<file path="src/rtl/dpr_pkg.sv">
package dpr_pkg;

  typedef enum logic [1:0] {
    PATH_MEM  = 2'b00,
    PATH_EXT  = 2'b01,
    PATH_SYS  = 2'b10,
    PATH_NONE = 2'b11
  } dpr_path_e;

  localparam int BIT_NOPD = 0;
  localparam int BIT_WRST = 1;
  localparam int BIT_HOLD = 2;
  localparam int BIT_PWUP = 3;
  localparam int CTL_W    = 4;

  typedef struct packed {
    logic pwup;
    logic hold;
    logic nopd;
  } dpr_state_t;

  typedef struct packed {
    logic wr_dbg;
    logic wr_core;
    logic rd_dbg;
    logic rd_core;
  } dpr_gate_t;

endpackage

</file>
<file path="src/rtl/dpr_rst_sync.sv">
module dpr_rst_sync #(
  parameter int STAGES = 2
) (
  input  logic clk,
  input  logic rst_n_in,
  output logic rst_n_out
);
  logic [STAGES-1:0] sync_q;
  logic [STAGES-1:0] sync_d;

  always_comb begin
    sync_d = {sync_q[STAGES-2:0], 1'b1};
  end

  always_ff @(posedge clk or negedge rst_n_in) begin
    if (!rst_n_in) sync_q <= '0;
    else           sync_q <= sync_d;
  end

  assign rst_n_out = sync_q[STAGES-1];
endmodule

</file>
<file path="src/rtl/dpr_gate.sv">
module dpr_gate
  import dpr_pkg::*;
(
  input  logic [1:0] path_sel,
  input  logic       wr_en,
  input  logic       rd_en,
  input  logic       core_pwr_on,
  input  logic       dbl_lock,
  input  logic       os_lock,
  output dpr_gate_t  gate
);
  logic dbg_path;
  logic any_path;
  logic core_ok;
  logic os_block;

  always_comb begin
    dbg_path = (path_sel == PATH_MEM) || (path_sel == PATH_EXT);
    any_path = (path_sel != PATH_NONE);
    core_ok  = core_pwr_on && !dbl_lock;
    os_block = (path_sel == PATH_EXT) && os_lock;

    gate.wr_dbg  = wr_en && dbg_path;
    gate.rd_dbg  = rd_en && dbg_path;
    gate.wr_core = wr_en && any_path && core_ok && !os_block;
    gate.rd_core = rd_en && any_path && core_ok;
  end
endmodule

</file>
<file path="src/rtl/dpr_regs.sv">
module dpr_regs
  import dpr_pkg::*;
(
  input  logic             clk,
  input  logic             rst_n,
  input  dpr_gate_t        gate,
  input  logic [CTL_W-1:0] wr_bits,
  input  logic             core_pwr_on,
  output dpr_state_t       state,
  output logic             wrst_pulse
);
  dpr_state_t state_q, state_d;
  logic       pulse_q, pulse_d;
  logic       en_dbg, en_core;

  always_comb begin
    en_dbg  = gate.wr_dbg;
    en_core = gate.wr_core || !core_pwr_on;

    state_d = state_q;
    if (gate.wr_dbg) begin
      state_d.pwup = wr_bits[BIT_PWUP];
      state_d.hold = wr_bits[BIT_HOLD];
    end
    if (!core_pwr_on)      state_d.nopd = 1'b0;
    else if (gate.wr_core) state_d.nopd = wr_bits[BIT_NOPD];

    pulse_d = gate.wr_core && wr_bits[BIT_WRST];
  end

  always_ff @(posedge clk or negedge rst_n) begin
    if (!rst_n) begin
      state_q.pwup <= 1'b0;
      state_q.hold <= 1'b0;
    end else if (en_dbg) begin
      state_q.pwup <= state_d.pwup;
      state_q.hold <= state_d.hold;
    end
  end

  always_ff @(posedge clk or negedge rst_n) begin
    if (!rst_n)       state_q.nopd <= 1'b0;
    else if (en_core) state_q.nopd <= state_d.nopd;
  end

  always_ff @(posedge clk or negedge rst_n) begin
    if (!rst_n) pulse_q <= 1'b0;
    else        pulse_q <= pulse_d;
  end

  assign state      = state_q;
  assign wrst_pulse = pulse_q;
endmodule

</file>
<file path="src/rtl/dpr_hold.sv">
module dpr_hold (
  input  logic clk,
  input  logic rst_n,
  input  logic hold_en,
  input  logic hold_clr,
  input  logic pwrup_evt,
  input  logic warm_rst_evt,
  output logic hold_rst
);
  logic hold_q, hold_d;
  logic set_req;

  always_comb begin
    set_req = hold_en && (pwrup_evt || warm_rst_evt);
    hold_d  = hold_q;
    if (hold_clr)     hold_d = 1'b0;
    else if (set_req) hold_d = 1'b1;
  end

  always_ff @(posedge clk or negedge rst_n) begin
    if (!rst_n) hold_q <= 1'b0;
    else        hold_q <= hold_d;
  end

  assign hold_rst = hold_q;
endmodule

</file>
<file path="src/rtl/dbg_pwr_rst_ctl.sv">
module dbg_pwr_rst_ctl
  import dpr_pkg::*;
#(
  parameter int DATA_W      = 32,
  parameter int SYNC_STAGES = 2
) (
  input  logic              clk,
  input  logic              rst_n,
  input  logic [1:0]        path_sel,
  input  logic              wr_en,
  input  logic [DATA_W-1:0] wr_data,
  input  logic              rd_en,
  output logic [DATA_W-1:0] rd_data,
  input  logic              core_pwr_on,
  input  logic              dbl_lock,
  input  logic              os_lock,
  input  logic              pwrup_evt,
  input  logic              warm_rst_evt,
  output logic              pwrup_req,
  output logic              no_pwrdn_req,
  output logic              warm_rst_req,
  output logic              hold_rst
);
  localparam int RSV_W = DATA_W - CTL_W;

  logic       rst_sync_n;
  dpr_gate_t  gate;
  dpr_state_t state;
  logic       unused_rsv_bits;

  assign unused_rsv_bits = ^wr_data[DATA_W-1:CTL_W];

  dpr_rst_sync #(.STAGES(SYNC_STAGES)) u_rst_sync (
    .clk       (clk),
    .rst_n_in  (rst_n),
    .rst_n_out (rst_sync_n)
  );

  dpr_gate u_gate (
    .path_sel    (path_sel),
    .wr_en       (wr_en),
    .rd_en       (rd_en),
    .core_pwr_on (core_pwr_on),
    .dbl_lock    (dbl_lock),
    .os_lock     (os_lock),
    .gate        (gate)
  );

  dpr_regs u_regs (
    .clk         (clk),
    .rst_n       (rst_sync_n),
    .gate        (gate),
    .wr_bits     (wr_data[CTL_W-1:0]),
    .core_pwr_on (core_pwr_on),
    .state       (state),
    .wrst_pulse  (warm_rst_req)
  );

  dpr_hold u_hold (
    .clk          (clk),
    .rst_n        (rst_sync_n),
    .hold_en      (state.hold),
    .hold_clr     (gate.wr_dbg && !wr_data[BIT_HOLD]),
    .pwrup_evt    (pwrup_evt),
    .warm_rst_evt (warm_rst_evt),
    .hold_rst     (hold_rst)
  );

  always_comb begin
    rd_data = {{RSV_W{1'b0}},
               state.pwup && gate.rd_dbg,
               state.hold && gate.rd_dbg,
               1'b0,
               state.nopd && gate.rd_core};
  end

  assign pwrup_req    = state.pwup;
  assign no_pwrdn_req = state.nopd;
endmodule

</file>
<file path="config.mk">
export PLATFORM = sky130hd
export DESIGN_NAME = dbg_pwr_rst_ctl
export DESIGN_NICKNAME = d
export VERILOG_FILES = /design/src/rtl/dpr_pkg.sv /design/src/rtl/dpr_rst_sync.sv /design/src/rtl/dpr_gate.sv /design/src/rtl/dpr_regs.sv /design/src/rtl/dpr_hold.sv /design/src/rtl/dbg_pwr_rst_ctl.sv
export SDC_FILE = /design/constraint.sdc
export NUM_CORES = 1
export LEC_CHECK = 0
export ABC_AREA = 1
export BUFFER_PORTS_ARGS = -buffer_cell sky130_fd_sc_hd__buf_2
export CORE_MARGIN = 5
export CORE_UTILIZATION = 27
export DETAILED_ROUTE_END_ITERATION = 12
export GPL_ROUTABILITY_DRIVEN = 0
export PLACE_DENSITY = 0.78
export SLEW_MARGIN = 30
export SYNTH_ARGS = -nofsm -noshare
export SYNTH_HDL_FRONTEND = slang
export SYNTH_HIERARCHICAL = 1
export SYNTH_SLANG_ARGS = --single-unit
</file>
<file path="constraint.sdc">
create_clock -name clk -period 0.8 [get_ports clk]
set_clock_uncertainty 0.15 [all_clocks]
set_input_delay 0.12 -clock clk [delete_from_list [all_inputs] [get_ports clk]]
set_output_delay 0.12 -clock clk [all_outputs]
set_load 0.05 [all_outputs]
</file>
# After elaboration in Yosys (flattened, before gate mapping)

Cells that the tools add are included.

Add/subtract/negate cells: 0
$mul: 0
Divide/modulo/power cells: 0
$lt $le $gt $ge: 0
Eq/ne operators: 3
Shifts and indexed selects: 0
Multiplexer cells: 4
Bitwise logic cells: 0
Reduce and logical (&&, ||, !) cells: 25

Operators by type and width:

| operator                                                               | count |
|---|---|
| 1-bit logical AND                                                      | 15 |
| 1-bit logical NOT                                                      | 4 |
| 1-bit 2-to-1 mux                                                       | 4 |
| 1-bit logical OR                                                       | 3 |
| 2-bit by 1-bit equality test with 1-bit output (second input constant) | 1 |
| 2-bit logical NOT                                                      | 1 |
| 2-bit by 1-bit != test with 1-bit output (second input constant)       | 1 |
| 2-bit != test (second input constant)                                  | 1 |
| 2-bit AND reduction                                                    | 1 |
| 2-bit nonzero test                                                     | 1 |

Flip-flop bits (word level): 7
Bits in latches: 0
Memory bits (writable): 0
Bits in read-only memories: 0
Input bits: 43
Output and inout bits: 36
Logic and storage cells: 38
Memories: 0

# Logic depth before layout (Yosys ltp)

Word-level depth: 6
Gate-level depth with buffers: 6

# Cells and area by module

Netlist, hierarchy kept.

Modules (own cells, without submodules):

| module          | times used | cells an instance | area an instance (um^2) |
|---|---|---|---|
| dbg_pwr_rst_ctl | 1          | 38                | 254.0 |
| dpr_regs        | 1          | 16                | 150.1 |
| dpr_rst_sync    | 1          | 3                 | 53.8 |
| dpr_gate        | 1          | 11                | 47.5 |
| dpr_hold        | 1          | 4                 | 38.8 |

# Worst setup path before layout

No wires, ideal clock.

Path type: flip-flop to output port
From: reg u_regs.state_q (netlist bit u_regs/state[0])
To: out rd_data[0]
Arrival: 1.039 ns
Required time: 0.530 ns
Path slack: -0.509 ns
Stages on the path, launching flop included: 3
Buffers on the path: 0
Cells stage by stage: dfrtp_1 > nand2_1 > inv_1

Longest elaborated chain between the ends: 1

RTL lines:

| element           | line                  | source |
|---|---|---|
| start, declared   | dpr_regs.sv:12        | `dpr_state_t state_q, state_d;` |
| 1-bit logical AND | dbg_pwr_rst_ctl.sv:74 | `state.nopd && gate.rd_core};` |
| end, declared     | dbg_pwr_rst_ctl.sv:13 | `output logic [DATA_W-1:0] rd_data,` |

Every way passes these cells.

# Final worst setup path

From: reg u_regs.state_q (netlist bit u_regs/state[2])
To: out rd_data[3]

Longest elaborated chain between the ends: 1

RTL lines:

| element           | line                  | source |
|---|---|---|
| 1-bit logical AND | dbg_pwr_rst_ctl.sv:71 | `state.pwup && gate.rd_dbg,` |

Every way passes these cells.

==> out/metrics.yaml <==
hold_path:
  hp-start: "wr_data[1]"
  hp-class: "in -> reg"
worst_setup_path:
  path_max_fanout: 2
  endpoint_kind: "output pin"
  required_ps: 530
  critPathLaunch: "u_regs/state[2]$_DFFE_PN0P_"
  r2r-start: "u_regs/state[2]$_DFFE_PN0P_"
  cp-start-kind: "register"
  worstPathArrival_ps: 960
  ff2ff_setup_slack_ps: -200
  critical_path_class: "reg -> out"
sta:
  drv_slew: 0
  hold_viol_final: 9
  holdWs_ps: -86.1
  finalCritPeriodShare_pct: 153
  layout_min_cycle_time_ps: 1230
  rsz0062_at_grt: "yes"
  finalSetupViolations: 11
  fin_ws_ps: -427
  fmax_mhz: 815
clock_network:
  numCtsBuffers: 3
  cts_tree: "yes"
  clock-sinks: 7
  htreeDepth: 1
  cts_buffer_depth: 2
  clkTransAtPathRegs_ps: 50
  cts-root-buf: "clkbuf_4"
  clk_latency_ps: 240
  cts_hold_buf: 1
power_and_ir_drop:
  p_sw_share_pct: 45.6
  p_leak_uw: 0.000424
  p_int_uw: 727
  pwr-share-seq_pct: 30.7
  p_sw_uw: 609
  combPwrFrac_pct: 46.2
  powerDensity_nw_per_um2: 1740
  clock_power_share_pct: 23.0
  peakVddDrop_mv: 0.947
synth:
  synth_compound_area_share_pct: 3.68
  avgSynthCellArea_um2: 7.56
  synth_top_family_by_area: "buffers and inverters"
  async_flop_share_pct: 100
  synthAdderAreaFrac_pct: 0
  seq_area_frac_synth_pct: 32.2
  ys_top_cells_by_area: "buf_4 40%, dfrtp_1 32%, inv_1 8.3%"
  synth_cell_types: 11
  yosys.area_share.simple_pct: 14.5
  synth_most_common_cell: "buf_4"
  synth-seq-cells: 7
  synth_xor_area_share_pct: 0
  synth_edf_count: 0
  synthCells: 72
  synth_area_um2: 544
  yosysTopAreaCell: "buf_4"
  yosys.area.top_type_share_pct: 40.0
  synth_commonest_cells: "29 x buf_4, 12 x inv_1, 10 x nand2_1"
  yosys_warnings: 6
  synthMuxAreaShare_pct: 0
  synth_ff_type: "dfrtp_1"
drt:
  wl_um: 1140
  drtAntennaViolNets: 0
  drt_iter0_markers: 2
  via_count: 435
  via_per_inst: 3.32
  dr.pass1.iters: 2
  drcViolationCount: 0
  wl_per_cell_um: 8.68
placement:
  pre_cts_slack_ps: -351
  dp_hpwl_um: 995
  place_inst: 122
  portBuffers: 21
grt:
  grt_pass1_wl_um: 1470
  overflow: 0
  grt.total_usage_pct: 7.01
  first_global_vias: 388
  grt_max_degree: 6
  antenna_found_initial: 0
die:
  die_area_um2: 3010
  coreArea_um2: 1940
  start_util_pct: 28.0
  die_w_um: 54.9
  ios: 79
  die_h_um: 54.9
  num_rows: 16
final_layout:
  instances_no_fill: 131
  area_growth_pct: 41.1
  diodes: 0
  drive_gt1_share_pct: 47.1
  finalNetCount: 148
flow_run:
  max_cap_violations: 0
status:
  status: "complete, but fails checks"
  violations: "negative hold slack, negative setup slack"
-- critical path: stages (launching register included) --
cell and delay, ps:
dfrtp_2 410, nand2_2 80, clkinvlp_4 80, buf_6 150
-- per-layer routing --
layer  GRT usage, %  up-vias  share of wire (%)
li1               -      217                  -
met3           2.41        0                 12
met5              0        -                  0
met4           2.43        0                  0
met1           6.43      196                 28
met2           14.0       22                 60
-- worst paths after layout --
check                                                       to  cells after the start
worst max-delay path                                rd_data[3]                      3
worst min-delay path               u_regs/wrst_pulse$_DFF_PN0_                      3
worst max register to register     u_regs/state[2]$_DFFE_PN0P_                      4
worst min register to register     u_regs/wrst_pulse$_DFF_PN0_                      0
max in group asynchronous       u_rst_sync/sync_q[0]$_DFF_PN0_                      2
min in group asynchronous          u_regs/wrst_pulse$_DFF_PN0_                      0
-- cell usage in the layout (no fill, tap or decap), drive strengths merged --
| cell | n |
|---|---|
| dfrtp | 7 |
| o21ai | 3 |
| clkinvlp | 3 |
| a21oi | 1 |
| nand3 | 3 |
| nor2 | 5 |
| conb | 30 |
| nand2 | 10 |
| buf | 28 |
| dlygate4sd3 | 1 |
| inv | 9 |
| clkbuf | 4 |
-- layout make-up --
type	instances	area, µm²
multi-input combinational	52	234
inverter	12	56.3
fill	213	1170
tap	27	33.8
timing repair buffer	29	238
sequential	7	180
clock buffer	4	26.3
-- power by group through the flow --
stage               combinational [µW]  sequential, µW  clock [µW]
floorplan                          480             473           0
detailed placement                 520             414           0
global placement                   515             413           0
global route                       653             414         337
finish                             618             411         307
CTS                                575             412         319
-- registers in the layout, indices dropped and copies added (netlist names) --
name / flops
u_hold/hold_rst: 1
u_regs/state: 3
u_regs/wrst_pulse: 1
u_rst_sync/sync_q: 2
-- cells by family after synthesis --
group           Yosys count
compound gates            4
flops                     7
other cells               2
simple gates             18
buf+inv                  41
-- what timing repair did --
action                                 4_1_cts  5_1_grt
pin swaps                                    3        1
setup buffers                                2        2
setup endpoints to repair                   11       12
endpoints found under the hold margin       11        8
gates cloned                                 0        0
resized for setup                           20        7
-- per-stage QoR --
stage          total power [µW]  util [%]  TNS (ps)  instance area (µm²)
2_1_floorplan               953         -     -1130                  673
3_3_place_gp                928      31.8     -2170                  617
3_5_place_dp                934      31.8     -2290                  617
4_1_cts                    1310      37.5     -2970                  728
5_1_grt                    1400      39.6     -3490                  768
6_report                   1340      39.6     -3120                  768
Note: power is estimated with default switching activity, not from simulation.
